`src/rtl/rxf_pkg.sv`:
```
package rxf_pkg;
  localparam int WORD_W = 32;
  localparam int IDX_W = 3;
  localparam int LEVEL_DEFAULT = 32;

  typedef enum logic [IDX_W-1:0] {
    IDX_CTRL  = 3'd0,
    IDX_STAT  = 3'd1,
    IDX_LEVEL = 3'd2,
    IDX_SIZE  = 3'd3,
    IDX_FILL  = 3'd4,
    IDX_DATA  = 3'd5
  } rxf_idx_e;

  // control bits
  localparam int CB_SRST  = 0;
  localparam int CB_FLUSH = 2;
  localparam int CB_EN    = 5;
  // status bits
  localparam int SB_NEMPTY = 12;
  localparam int SB_NAE    = 13;
  localparam int SB_NAF    = 14;
  localparam int SB_NFULL  = 15;
  localparam int SB_UNDER  = 22;
  localparam int SB_OVER   = 23;

  typedef struct packed {
    logic empty;
    logic aempty;
    logic afull;
    logic full;
  } rxf_flags_t;
endpackage

```
`src/rtl/rxf_mem.sv`:
```
module rxf_mem #(
  parameter int WIDTH = 32,
  parameter int DEPTH = 64,
  localparam int AW = (DEPTH > 1) ? $clog2(DEPTH) : 1
) (
  input  logic             clk,
  input  logic             we,
  input  logic [AW-1:0]    waddr,
  input  logic [WIDTH-1:0] wdata,
  input  logic             re,
  input  logic [AW-1:0]    raddr,
  output logic [WIDTH-1:0] rdata_q
);
  logic [WIDTH-1:0] store [DEPTH];

  // single write port, registered read port: maps onto block RAM
  always_ff @(posedge clk) begin
    if (we) store[waddr] <= wdata;
    if (re) rdata_q <= store[raddr];
  end
endmodule

```
`src/rtl/rxf_ctrl.sv`:
```
module rxf_ctrl
  import rxf_pkg::*;
#(
  parameter int DEPTH = 64,
  localparam int AW = (DEPTH > 1) ? $clog2(DEPTH) : 1,
  localparam int CNT_W = $clog2(DEPTH + 1),
  localparam int CMP_W = 24
) (
  input  logic             clk,
  input  logic             rst,
  input  logic             flush,
  input  logic             push_req,
  input  logic             pop_req,
  input  logic [15:0]      ae_lvl,
  input  logic [7:0]       af_lvl,
  output logic             wr_en,
  output logic [AW-1:0]    wr_ptr,
  output logic             rd_en,
  output logic [AW-1:0]    rd_ptr,
  output logic [CNT_W-1:0] count,
  output rxf_flags_t       flags,
  output logic             ovr_evt,
  output logic             und_evt,
  output logic             nonempty_q
);
  logic [AW-1:0]    wr_ptr_q, rd_ptr_q, wr_inc, rd_inc;
  logic [CNT_W-1:0] cnt_q, cnt_nxt;
  logic             push_ok, pop_ok;

  generate
    if ((1 << AW) == DEPTH) begin : g_pow2
      assign wr_inc = wr_ptr_q + 1'b1;
      assign rd_inc = rd_ptr_q + 1'b1;
    end else begin : g_wrap
      assign wr_inc = (wr_ptr_q == AW'(DEPTH - 1)) ? '0 : wr_ptr_q + 1'b1;
      assign rd_inc = (rd_ptr_q == AW'(DEPTH - 1)) ? '0 : rd_ptr_q + 1'b1;
    end
  endgenerate

  always_comb begin
    flags.empty  = (cnt_q == '0);
    flags.full   = (cnt_q == CNT_W'(DEPTH));
    flags.aempty = (CMP_W'(cnt_q) <= CMP_W'(ae_lvl));
    flags.afull  = ((CMP_W'(cnt_q) + CMP_W'(af_lvl)) >= CMP_W'(DEPTH));
  end

  assign push_ok = push_req && !flags.full;
  assign pop_ok  = pop_req && !flags.empty;
  assign ovr_evt = push_req && flags.full;
  assign und_evt = pop_req && flags.empty;

  always_comb begin
    cnt_nxt = cnt_q;
    if (flush)                  cnt_nxt = '0;
    else if (push_ok && !pop_ok) cnt_nxt = cnt_q + 1'b1;
    else if (pop_ok && !push_ok) cnt_nxt = cnt_q - 1'b1;
  end

  always_ff @(posedge clk) begin
    if (rst) begin
      wr_ptr_q   <= '0;
      rd_ptr_q   <= '0;
      cnt_q      <= '0;
      nonempty_q <= 1'b0;
    end else begin
      cnt_q      <= cnt_nxt;
      nonempty_q <= (cnt_nxt != '0);
      if (flush) begin
        wr_ptr_q <= '0;
        rd_ptr_q <= '0;
      end else begin
        if (push_ok) wr_ptr_q <= wr_inc;
        if (pop_ok)  rd_ptr_q <= rd_inc;
      end
    end
  end

  assign wr_en  = push_ok && !flush;
  assign wr_ptr = wr_ptr_q;
  assign rd_en  = pop_ok;
  assign rd_ptr = rd_ptr_q;
  assign count  = cnt_q;
endmodule

```
`src/rtl/rxf_regs.sv`:
```
module rxf_regs
  import rxf_pkg::*;
#(
  parameter int DEPTH = 64,
  parameter int SETTLE_CYCLES = 2500,
  localparam int CNT_W = $clog2(DEPTH + 1),
  localparam int BSY_W = $clog2(SETTLE_CYCLES + 1)
) (
  input  logic              clk,
  input  logic              rst,
  input  logic              reg_wr,
  input  logic [IDX_W-1:0]  reg_waddr,
  input  logic [WORD_W-1:0] reg_wdata,
  input  logic              reg_rd,
  input  logic [IDX_W-1:0]  reg_raddr,
  input  rxf_flags_t        flags,
  input  logic [CNT_W-1:0]  count,
  input  logic              ovr_evt,
  input  logic              und_evt,
  output logic              enable_q,
  output logic              busy,
  output logic              flush,
  output logic              srst,
  output logic [15:0]       ae_lvl,
  output logic [7:0]        af_lvl,
  output logic [WORD_W-1:0] csr_q
);
  logic [BSY_W-1:0] bsy_cnt_q;
  logic             over_q, under_q;
  logic             wr_ctrl, wr_stat, wr_level;
  logic             clr_over, clr_under;
  logic [WORD_W-1:0] rd_val;

  assign wr_ctrl   = reg_wr && (reg_waddr == IDX_CTRL);
  assign wr_stat   = reg_wr && (reg_waddr == IDX_STAT);
  assign wr_level  = reg_wr && (reg_waddr == IDX_LEVEL);
  assign srst      = wr_ctrl && reg_wdata[CB_SRST];
  assign flush     = wr_ctrl && reg_wdata[CB_FLUSH];
  assign clr_over  = wr_stat && reg_wdata[SB_OVER];
  assign clr_under = wr_stat && reg_wdata[SB_UNDER];
  assign busy      = (bsy_cnt_q != '0);

  always_ff @(posedge clk) begin
    if (rst) begin
      enable_q  <= 1'b0;
      ae_lvl    <= 16'(LEVEL_DEFAULT);
      af_lvl    <= 8'(LEVEL_DEFAULT);
      over_q    <= 1'b0;
      under_q   <= 1'b0;
      bsy_cnt_q <= '0;
    end else if (srst) begin
      enable_q  <= 1'b0;
      ae_lvl    <= 16'(LEVEL_DEFAULT);
      af_lvl    <= 8'(LEVEL_DEFAULT);
      over_q    <= 1'b0;
      under_q   <= 1'b0;
      bsy_cnt_q <= BSY_W'(SETTLE_CYCLES);
    end else begin
      if (busy) bsy_cnt_q <= bsy_cnt_q - 1'b1;
      if (wr_ctrl) enable_q <= reg_wdata[CB_EN];
      if (wr_level) begin
        ae_lvl <= reg_wdata[15:0];
        af_lvl <= reg_wdata[23:16];
      end
      // an event in the same cycle as its clear keeps the bit set
      over_q  <= ovr_evt || (over_q && !clr_over);
      under_q <= und_evt || (under_q && !clr_under);
    end
  end

  always_comb begin
    rd_val = '0;
    unique case (reg_raddr)
      IDX_CTRL: begin
        rd_val[CB_EN]   = enable_q;
        rd_val[CB_SRST] = busy;
      end
      IDX_STAT: begin
        rd_val[SB_NEMPTY] = !flags.empty;
        rd_val[SB_NAE]    = !flags.aempty;
        rd_val[SB_NAF]    = !flags.afull;
        rd_val[SB_NFULL]  = !flags.full;
        rd_val[SB_UNDER]  = under_q;
        rd_val[SB_OVER]   = over_q;
      end
      IDX_LEVEL: rd_val = {8'h00, af_lvl, ae_lvl};
      IDX_SIZE:  rd_val[19:0] = 20'(DEPTH);
      IDX_FILL:  rd_val[19:0] = 20'(count);
      default:   rd_val = '0;
    endcase
  end

  always_ff @(posedge clk) begin
    if (rst) csr_q <= '0;
    else if (reg_rd) csr_q <= rd_val;
  end
endmodule

```
`src/rtl/rx_level_fifo.sv`:
```
module rx_level_fifo
  import rxf_pkg::*;
#(
  parameter int DEPTH = 64,
  parameter int SETTLE_CYCLES = 2500
) (
  input  logic        clk,
  input  logic        rst,
  input  logic        in_valid,
  input  logic [31:0] in_data,
  input  logic        reg_wr,
  input  logic [2:0]  reg_waddr,
  input  logic [31:0] reg_wdata,
  input  logic        reg_rd,
  input  logic [2:0]  reg_raddr,
  output logic [31:0] reg_rdata,
  output logic        dma_ready
);
  localparam int AW = (DEPTH > 1) ? $clog2(DEPTH) : 1;
  localparam int CNT_W = $clog2(DEPTH + 1);

  logic              enable_q, busy, flush, srst;
  logic [15:0]       ae_lvl;
  logic [7:0]        af_lvl;
  logic              push_req, pop_req;
  logic              wr_en, rd_en, ovr_evt, und_evt, nonempty_q;
  logic [AW-1:0]     wr_ptr, rd_ptr;
  logic [CNT_W-1:0]  count;
  rxf_flags_t        flags;
  logic [WORD_W-1:0] mem_q, csr_q;
  logic              sel_data_q, zero_q;

  assign push_req = in_valid && enable_q && !busy;
  assign pop_req  = reg_rd && (reg_raddr == IDX_DATA) && !busy;

  rxf_regs #(.DEPTH(DEPTH), .SETTLE_CYCLES(SETTLE_CYCLES)) u_regs (
    .clk, .rst, .reg_wr, .reg_waddr, .reg_wdata, .reg_rd, .reg_raddr,
    .flags, .count, .ovr_evt, .und_evt,
    .enable_q, .busy, .flush, .srst, .ae_lvl, .af_lvl, .csr_q
  );

  rxf_ctrl #(.DEPTH(DEPTH)) u_ctrl (
    .clk, .rst, .flush(flush || srst), .push_req, .pop_req, .ae_lvl, .af_lvl,
    .wr_en, .wr_ptr, .rd_en, .rd_ptr, .count, .flags, .ovr_evt, .und_evt,
    .nonempty_q
  );

  rxf_mem #(.WIDTH(WORD_W), .DEPTH(DEPTH)) u_mem (
    .clk, .we(wr_en), .waddr(wr_ptr), .wdata(in_data),
    .re(rd_en), .raddr(rd_ptr), .rdata_q(mem_q)
  );

  always_ff @(posedge clk) begin
    if (rst) begin
      sel_data_q <= 1'b0;
      zero_q     <= 1'b1;
    end else if (reg_rd) begin
      sel_data_q <= (reg_raddr == IDX_DATA);
      zero_q     <= !rd_en;
    end
  end

  assign reg_rdata = sel_data_q ? (zero_q ? '0 : mem_q) : csr_q;
  assign dma_ready = nonempty_q;
endmodule

```
`config.mk`:
```
export PLATFORM = sky130hd
export DESIGN_NAME = rx_level_fifo
export DESIGN_NICKNAME = d
export VERILOG_FILES = /design/src/rtl/rxf_pkg.sv /design/src/rtl/rxf_mem.sv /design/src/rtl/rxf_ctrl.sv /design/src/rtl/rxf_regs.sv /design/src/rtl/rx_level_fifo.sv
export SDC_FILE = /design/constraint.sdc
export NUM_CORES = 2
export LEC_CHECK = 0
export BUFFER_PORTS_ARGS = -buffer_cell sky130_fd_sc_hd__buf_2
export CAP_MARGIN = 20
export CELL_PAD_IN_SITES_DETAIL_PLACEMENT = 0
export CELL_PAD_IN_SITES_GLOBAL_PLACEMENT = 1
export CORE_ASPECT_RATIO = 0.8
export CORE_UTILIZATION = 55
export DETAILED_ROUTE_END_ITERATION = 8
export PLACE_DENSITY_LB_ADDON = 0.15
export SLEW_MARGIN = 10
export SYNTH_ARGS = -nofsm -noshare
export SYNTH_HDL_FRONTEND = slang
export SYNTH_SLANG_ARGS = --single-unit
```
`constraint.sdc`:
```
create_clock -name clk -period 7.6 [get_ports clk]
set_input_delay 0 -clock clk [delete_from_list [all_inputs] [get_ports clk]]
set_output_delay 0 -clock clk [all_outputs]
set_load 0.01 [all_outputs]
```
# Yosys cells after proc, flatten, opt, wreduce, memory -nomap -nowiden
# Memory sizes are Yosys's and may differ from the RTL's. A register that Yosys moved wholly into a read port is not among the register bits.
# Index checks and enable logic that the tools add are counted.
dict set report totals {
  register_bits 85
  ram_bits 2048
  out_inout_bits 33
  elab_cells 89
  n_memories 1
}
# name words width read_ports rd_clocked_by_memory_dff write_ports line
set mem_list {}
lappend mem_list {u_mem.store 64 32 1 1 1 rxf_mem.sv:14} ;# logic [WIDTH-1:0] store [DEPTH];
dict set report op_classes {
  add_sub_neg 6
  magnitude_cmp 2
  n_eq_ne 8
  n_mux 17
  n_reduce_logical 41
}
# op count
set ops {}
lappend ops {{$mux W32} 2}
lappend ops {{$ge A24 B7 Y1 const B} 1}
lappend ops {{$mux W12} 2}
lappend ops {{$mux W7} 3}
lappend ops {{$logic_and A1 B1 Y1} 20}
lappend ops {{$pmux W6 S3} 1}
lappend ops {{$le A7 B16 Y1} 1}
lappend ops {{$pmux W4 S2} 2}
lappend ops {{$add A6 B1 Y6 const B} 2}
lappend ops {{$reduce_bool A12 Y1} 1}
lappend ops {{$sub A12 B1 Y12 const B} 1}
lappend ops {{$logic_not A1 Y1} 10}
lappend ops {{$add A7 B8 Y9} 1}
lappend ops {{$eq A3 B2 Y1 const B} 3}
lappend ops {{$add A7 B1 Y7 const B} 1}
lappend ops {{$eq A7 B7 Y1 const B} 1}
lappend ops {{$logic_not A7 Y1} 1}
lappend ops {{$reduce_bool A7 Y1} 1}
lappend ops {{$sub A7 B1 Y7 const B} 1}
lappend ops {{$eq A3 B1 Y1 const B} 2}
lappend ops {{$eq A3 B3 Y1 const B} 2}
lappend ops {{$logic_not A3 Y1} 2}
lappend ops {{$pmux W1 S3} 2}
lappend ops {{$mux W4} 1}
lappend ops {{other kinds (6)} 10}

# Longest topological paths before layout
dict set report logic_depth {
  word_depth 10
  ltp_mapped 10
  depth_no_buf 9
}

# Modules after synthesis
# A second synthesis with hierarchy kept.
dict set report unflattened {
  hier_cells 3897
  area_unflattened_um2 83575.2
}
# mod n_inst cells_per_inst area_each_um2
set modules_own_cells {}
lappend modules_own_cells {rxf_mem 1 3324 78835.6}
lappend modules_own_cells {rxf_regs 1 328 2697.6}
lappend modules_own_cells {rxf_ctrl 1 191 1579.0}
lappend modules_own_cells {rx_level_fifo 1 54 462.9}

# Worst setup path before layout
# No wires, ideal clock.
dict set report synth_path {
  kind {reg2reg}
  from {reg u_regs.bsy_cnt_q[3]}
  to {mem u_mem.store[31][0] (enable)}
  setup_ps 461
  t_arrival_ps 4417
  slack_ps 2722
  path_stages_with_launch 8
  n_path_buf 2
  synth_period_minus_slack_ps 4878
  path_cell_list {dfxtp_1 -> or4_1 -> buf_2 -> or4_4 -> buf_4 -> nor3_4 -> nand4_1 -> nor3_1}
}
dict set report synth_between {
  elab_chain_len 7
}
# element line
set synth_lines {}
lappend synth_lines {{start, declared} rxf_regs.sv:28} ;# logic [BSY_W-1:0] bsy_cnt_q;
lappend synth_lines {{start signal, assigned} rxf_regs.sv:57} ;# bsy_cnt_q <= BSY_W'(SETTLE_CYCLES);
lappend synth_lines {{start signal, assigned} rxf_regs.sv:59} ;# if (busy) bsy_cnt_q <= bsy_cnt_q - 1'b1;
lappend synth_lines {{$reduce_bool A12 Y1} rxf_regs.sv:41} ;# assign busy = (bsy_cnt_q != '0);
lappend synth_lines {{$logic_not A1 Y1} rx_level_fifo.sv:33} ;# assign push_req = in_valid && enable_q && !busy;
lappend synth_lines {{$logic_and A1 B1 Y1} rx_level_fifo.sv:33}
lappend synth_lines {{$logic_and A1 B1 Y1} rxf_ctrl.sv:47} ;# assign push_ok = push_req && !flags.full;
lappend synth_lines {{$logic_and A1 B1 Y1} rxf_ctrl.sv:78} ;# assign wr_en = push_ok && !flush;
lappend synth_lines {{$mux W1} rxf_mem.sv:18} ;# if (we) store[waddr] <= wdata;
lappend synth_lines {{$mux W1 (implied by the code)} rxf_mem.sv:18}
lappend synth_lines {{end, declared} rxf_mem.sv:14}
# No other way between the ends.

# Worst setup path after layout
dict set report layout_path {
  from {reg u_regs.bsy_cnt_q[3]}
  to {mem u_mem.store[23][4] (enable)}
}
# The elaborated chain is that of the path after synthesis.

==> results.py <==
metrics = {
    "routing": {
        "wl_mm": 194,
        "dr_wl_met3_mm": 17.2,
        "drt_pass1_iterations": 5,
        "post_drt_wl_per_cell_um": 31.9,
        "drcViolationCount": 0,
        "wirelength_met1_mm": 80.2,
        "ant_nets": 0,
        "viasPerCell": 6.39,
        "initial_drc_count": 4422,
        "vias": 38940,
        "met2WireLength_mm": 93.1,
        "dr.max_layer_used": "met5",
    },
    "logic_synthesis": {
        "synth_cell_type_count": 58,
        "synth_sequential_area_ratio_pct": 77.3,
        "synthArstFlopShare_pct": 0,
        "synthesis.area_mm2": 0.0830,
        "synthesis.area_per_instance_um2": 23.2,
        "synth_enable_flop_cells": 2080,
        "ys.warnings.count": 0,
        "yosys_register_bits": 2165,
        "postSynthNetCount": 3670,
        "synthFlopType": "sky130_fd_sc_hd__edfxtp_1",
        "synthesis.instances": 3573,
    },
    "grt": {
        "first_global_vias": 39426,
        "globalRouteTotalUtil_pct": 25.8,
        "grt_start_max_net_pins": 131,
        "grt-ovfl-total": 0,
        "grt_antenna_before_repair": 17,
        "first_pass_grt_wire_length_mm": 278,
    },
    "place": {
        "place_hpwl_mm": 111,
        "numPortBuffers": 99,
        "place_congestion": 0.860,
        "placed_area_mm2": 0.0867,
    },
    "pwr": {
        "irDropWorstVdd_mv": 0.211,
        "power-per-cell-area_mw_per_mm2": 245,
        "pleak_nw": 28.4,
    },
    "final_layout": {
        "regArea_mm2": 0.0642,
        "multi_input_combinational_cell_area_mm2": 0.0185,
        "stdcell_area_mm2": 0.0947,
        "drive_gt1_share_pct": 30.1,
        "final_cell_mix": "sky130_fd_sc_hd__edfxtp_1, sky130_fd_sc_hd__mux4_2, sky130_fd_sc_hd__clkbuf_16, sky130_fd_sc_hd__dlygate4sd3_1, sky130_fd_sc_hd__nand2_1",
        "area_growth_syn_to_layout_pct": 14.0,
        "nets_final": 4036,
        "filler_cell_count": 9730,
        "layout.cells.most_common": "sky130_fd_sc_hd__edfxtp_1",
    },
    "clock_network": {
        "buffer_levels_on_the_longest_clock_path": 3,
        "cts_inserted_buffers": 198,
        "cts.root.buffer_cell": "sky130_fd_sc_hd__clkbuf_16",
        "post_cts_resize_count": 0,
        "cts_tree": "yes",
        "clock_latency_ns": 0.83,
        "clock_tree.htree_level_count": 4,
        "numClockSinks": 2165,
        "clk_pin_slew_worst_paths_ns": 0.06,
    },
    "timing": {
        "timing.clock.skew_ns": 0.0275,
        "final_sum_of_negative_setup_slack_ns": 0,
        "setup-violations-final": 0,
        "relSlewSlack_pct": 22.3,
        "layout_min_cycle_time_ns": 4.62,
        "transition_time_of_the_tightest_slew_check_pin_ns": 1.16,
        "maxSlewViolCount": 0,
        "timing.final.hold_violations": 0,
        "fmaxAchievable_mhz": 216,
        "post_route_fraction_of_the_period_consumed_by_the_critical_path_pct": 60.8,
        "grt_setup_unrepaired": "no",
    },
    "status": {
        "outcome": "completed",
    },
    "flow_run": {
        "timing.max_cap.violations": 0,
    },
    "worst_setup_path": {
        "cp-start-kind": "flop",
        "critPathCaptureType": "flop",
        "critPathMaxFanout": 23,
        "cp.arrival_ns": 5.08,
        "worstPathRequired_ns": 8.06,
        "timing.setup.critical_path_class": "reg2reg",
    },
    "die": {
        "chipHeight_um": 350,
        "std_cell_rows": 127,
        "initial_utilization_pct": 55.4,
        "dieWidth_um": 436,
        "design.die.area_mm2": 0.153,
        "top_level_pins": 108,
        "core_area_mm2": 0.150,
    },
    "hold_path": {
        "min-delay-path-class": "in2reg",
    },
}
## logic make-up after synthesis
group,count (synthesis),synth area share [%]
flip-flops,2165,77.3
multiplexers,683,18.4
AND/OR/NAND/NOR,329,1.85
buffers and inverters,226,1.03
AO/OA/AOI/OAI,126,0.924
XOR/XNOR,22,0.232
adder cells (fa/ha/maj),22,0.341
## area by class of cell
type                    count  share of cell area, %
well taps                1999                   2.64
flip-flops and latches   2165                   67.8
clock buffers             258                   5.59
diodes                      6                 0.0159
inverters                  36                  0.143
multi-input cells        1182                   19.5
repair buffers            356                   3.40
clock inverters            92                  0.880
## state kept, by name, indices dropped and copies added, names as in the netlist, 6 cells and up
register,cells
u_ctrl.rd_ptr,6
u_regs.bsy_cnt_q,12
u_regs.af_lvl,8
u_ctrl.wr_ptr,6
u_regs.ae_lvl,16
u_ctrl.count,7
u_mem.rdata_q,32
u_regs.csr_q,24
u_mem.store,2048
## metal layers
metal / track usage [%] / vias to the layer above
met5: 0 / -
li1: - / 15898
met2: 40.4 / 1787
met3: 4.96 / 238
met4: 6.08 / 4
met1: 38.3 / 21013
## worst max-delay path, cell delays in order (launching register included)
cell,delay (ns)
sky130_fd_sc_hd__dfxtp_1,0.35
sky130_fd_sc_hd__or4_1,0.67
sky130_fd_sc_hd__or4_4,0.69
sky130_fd_sc_hd__nor3_4,0.35
sky130_fd_sc_hd__and3_1,0.31
sky130_fd_sc_hd__nand3_1,0.69
sky130_fd_sc_hd__nor2_4,0.65
sky130_fd_sc_hd__buf_4,0.50
## per-stage QoR
step                cells  hold slack, ns  setup WS [ns]  util [%]  total power, mW
floorplan            3573          0.0989           2.72         -             13.6
global placement     5575           0.249           3.00      57.8             13.8
detailed placement   5580           0.249           2.97      57.9             13.8
CTS                  6065        0.000682           2.94      62.9             23.3
global route         6090           0.133           2.78      63.2             23.8
finish               6094           0.156           2.98      63.2             23.2
## cell usage after synthesis (6+ instances only)
cell,count,area (um^2)
sky130_fd_sc_hd__or3_1,6,37.5
sky130_fd_sc_hd__nor2b_1,9,56.3
sky130_fd_sc_hd__dfxtp_1,85,1700
sky130_fd_sc_hd__nand2_1,106,398
sky130_fd_sc_hd__nand4_1,9,56.3
sky130_fd_sc_hd__xor2_1,11,96.3
sky130_fd_sc_hd__a21oi_1,49,245
sky130_fd_sc_hd__clkbuf_1,137,514
sky130_fd_sc_hd__buf_1,49,184
sky130_fd_sc_hd__and2_1,10,62.6
sky130_fd_sc_hd__a22o_1,6,52.6
sky130_fd_sc_hd__nand3_1,18,90.1
sky130_fd_sc_hd__nor3_1,12,60.1
sky130_fd_sc_hd__ha_1,21,263
sky130_fd_sc_hd__o21ai_0,35,175
sky130_fd_sc_hd__mux2i_1,11,110
sky130_fd_sc_hd__nor2_1,111,417
sky130_fd_sc_hd__and3_1,8,50.1
sky130_fd_sc_hd__mux4_2,672,15100
sky130_fd_sc_hd__nand2b_1,16,100
sky130_fd_sc_hd__a2bb2oi_1,6,52.6
sky130_fd_sc_hd__inv_1,36,135
sky130_fd_sc_hd__edfxtp_1,2080,62500
sky130_fd_sc_hd__xnor2_1,11,96.3
## repair_timing
| item | CTS | global route |
|---|---|---|
| hold endpoints to repair | 1486 | 320 |
| buffers inserted | 0 | 0 |
| hold buffers | 135 | 5 |
## worst paths after layout
check	slack, ns	cells after the start	from	end
hold / removal	0.16	2	in_data[12]	u_mem.store[28][12]
setup / recovery	2.98	7	u_regs.bsy_cnt_q[3]	u_mem.store[23][4]
hold reg to reg	0.48	2	u_regs.csr_q[16]	u_regs.csr_q[16]
setup reg to reg	2.98	7	u_regs.bsy_cnt_q[3]	u_mem.store[23][4]
## where the power goes
part           internal (mW)  leakage [nW]  switching (mW)
logic                  0.170          6.05           0.355
clock network           5.35          2.99            4.19
registers               13.1          19.4          0.0314
total                   18.6          28.4            4.57
Note: power is estimated with default switching activity, not from simulation.
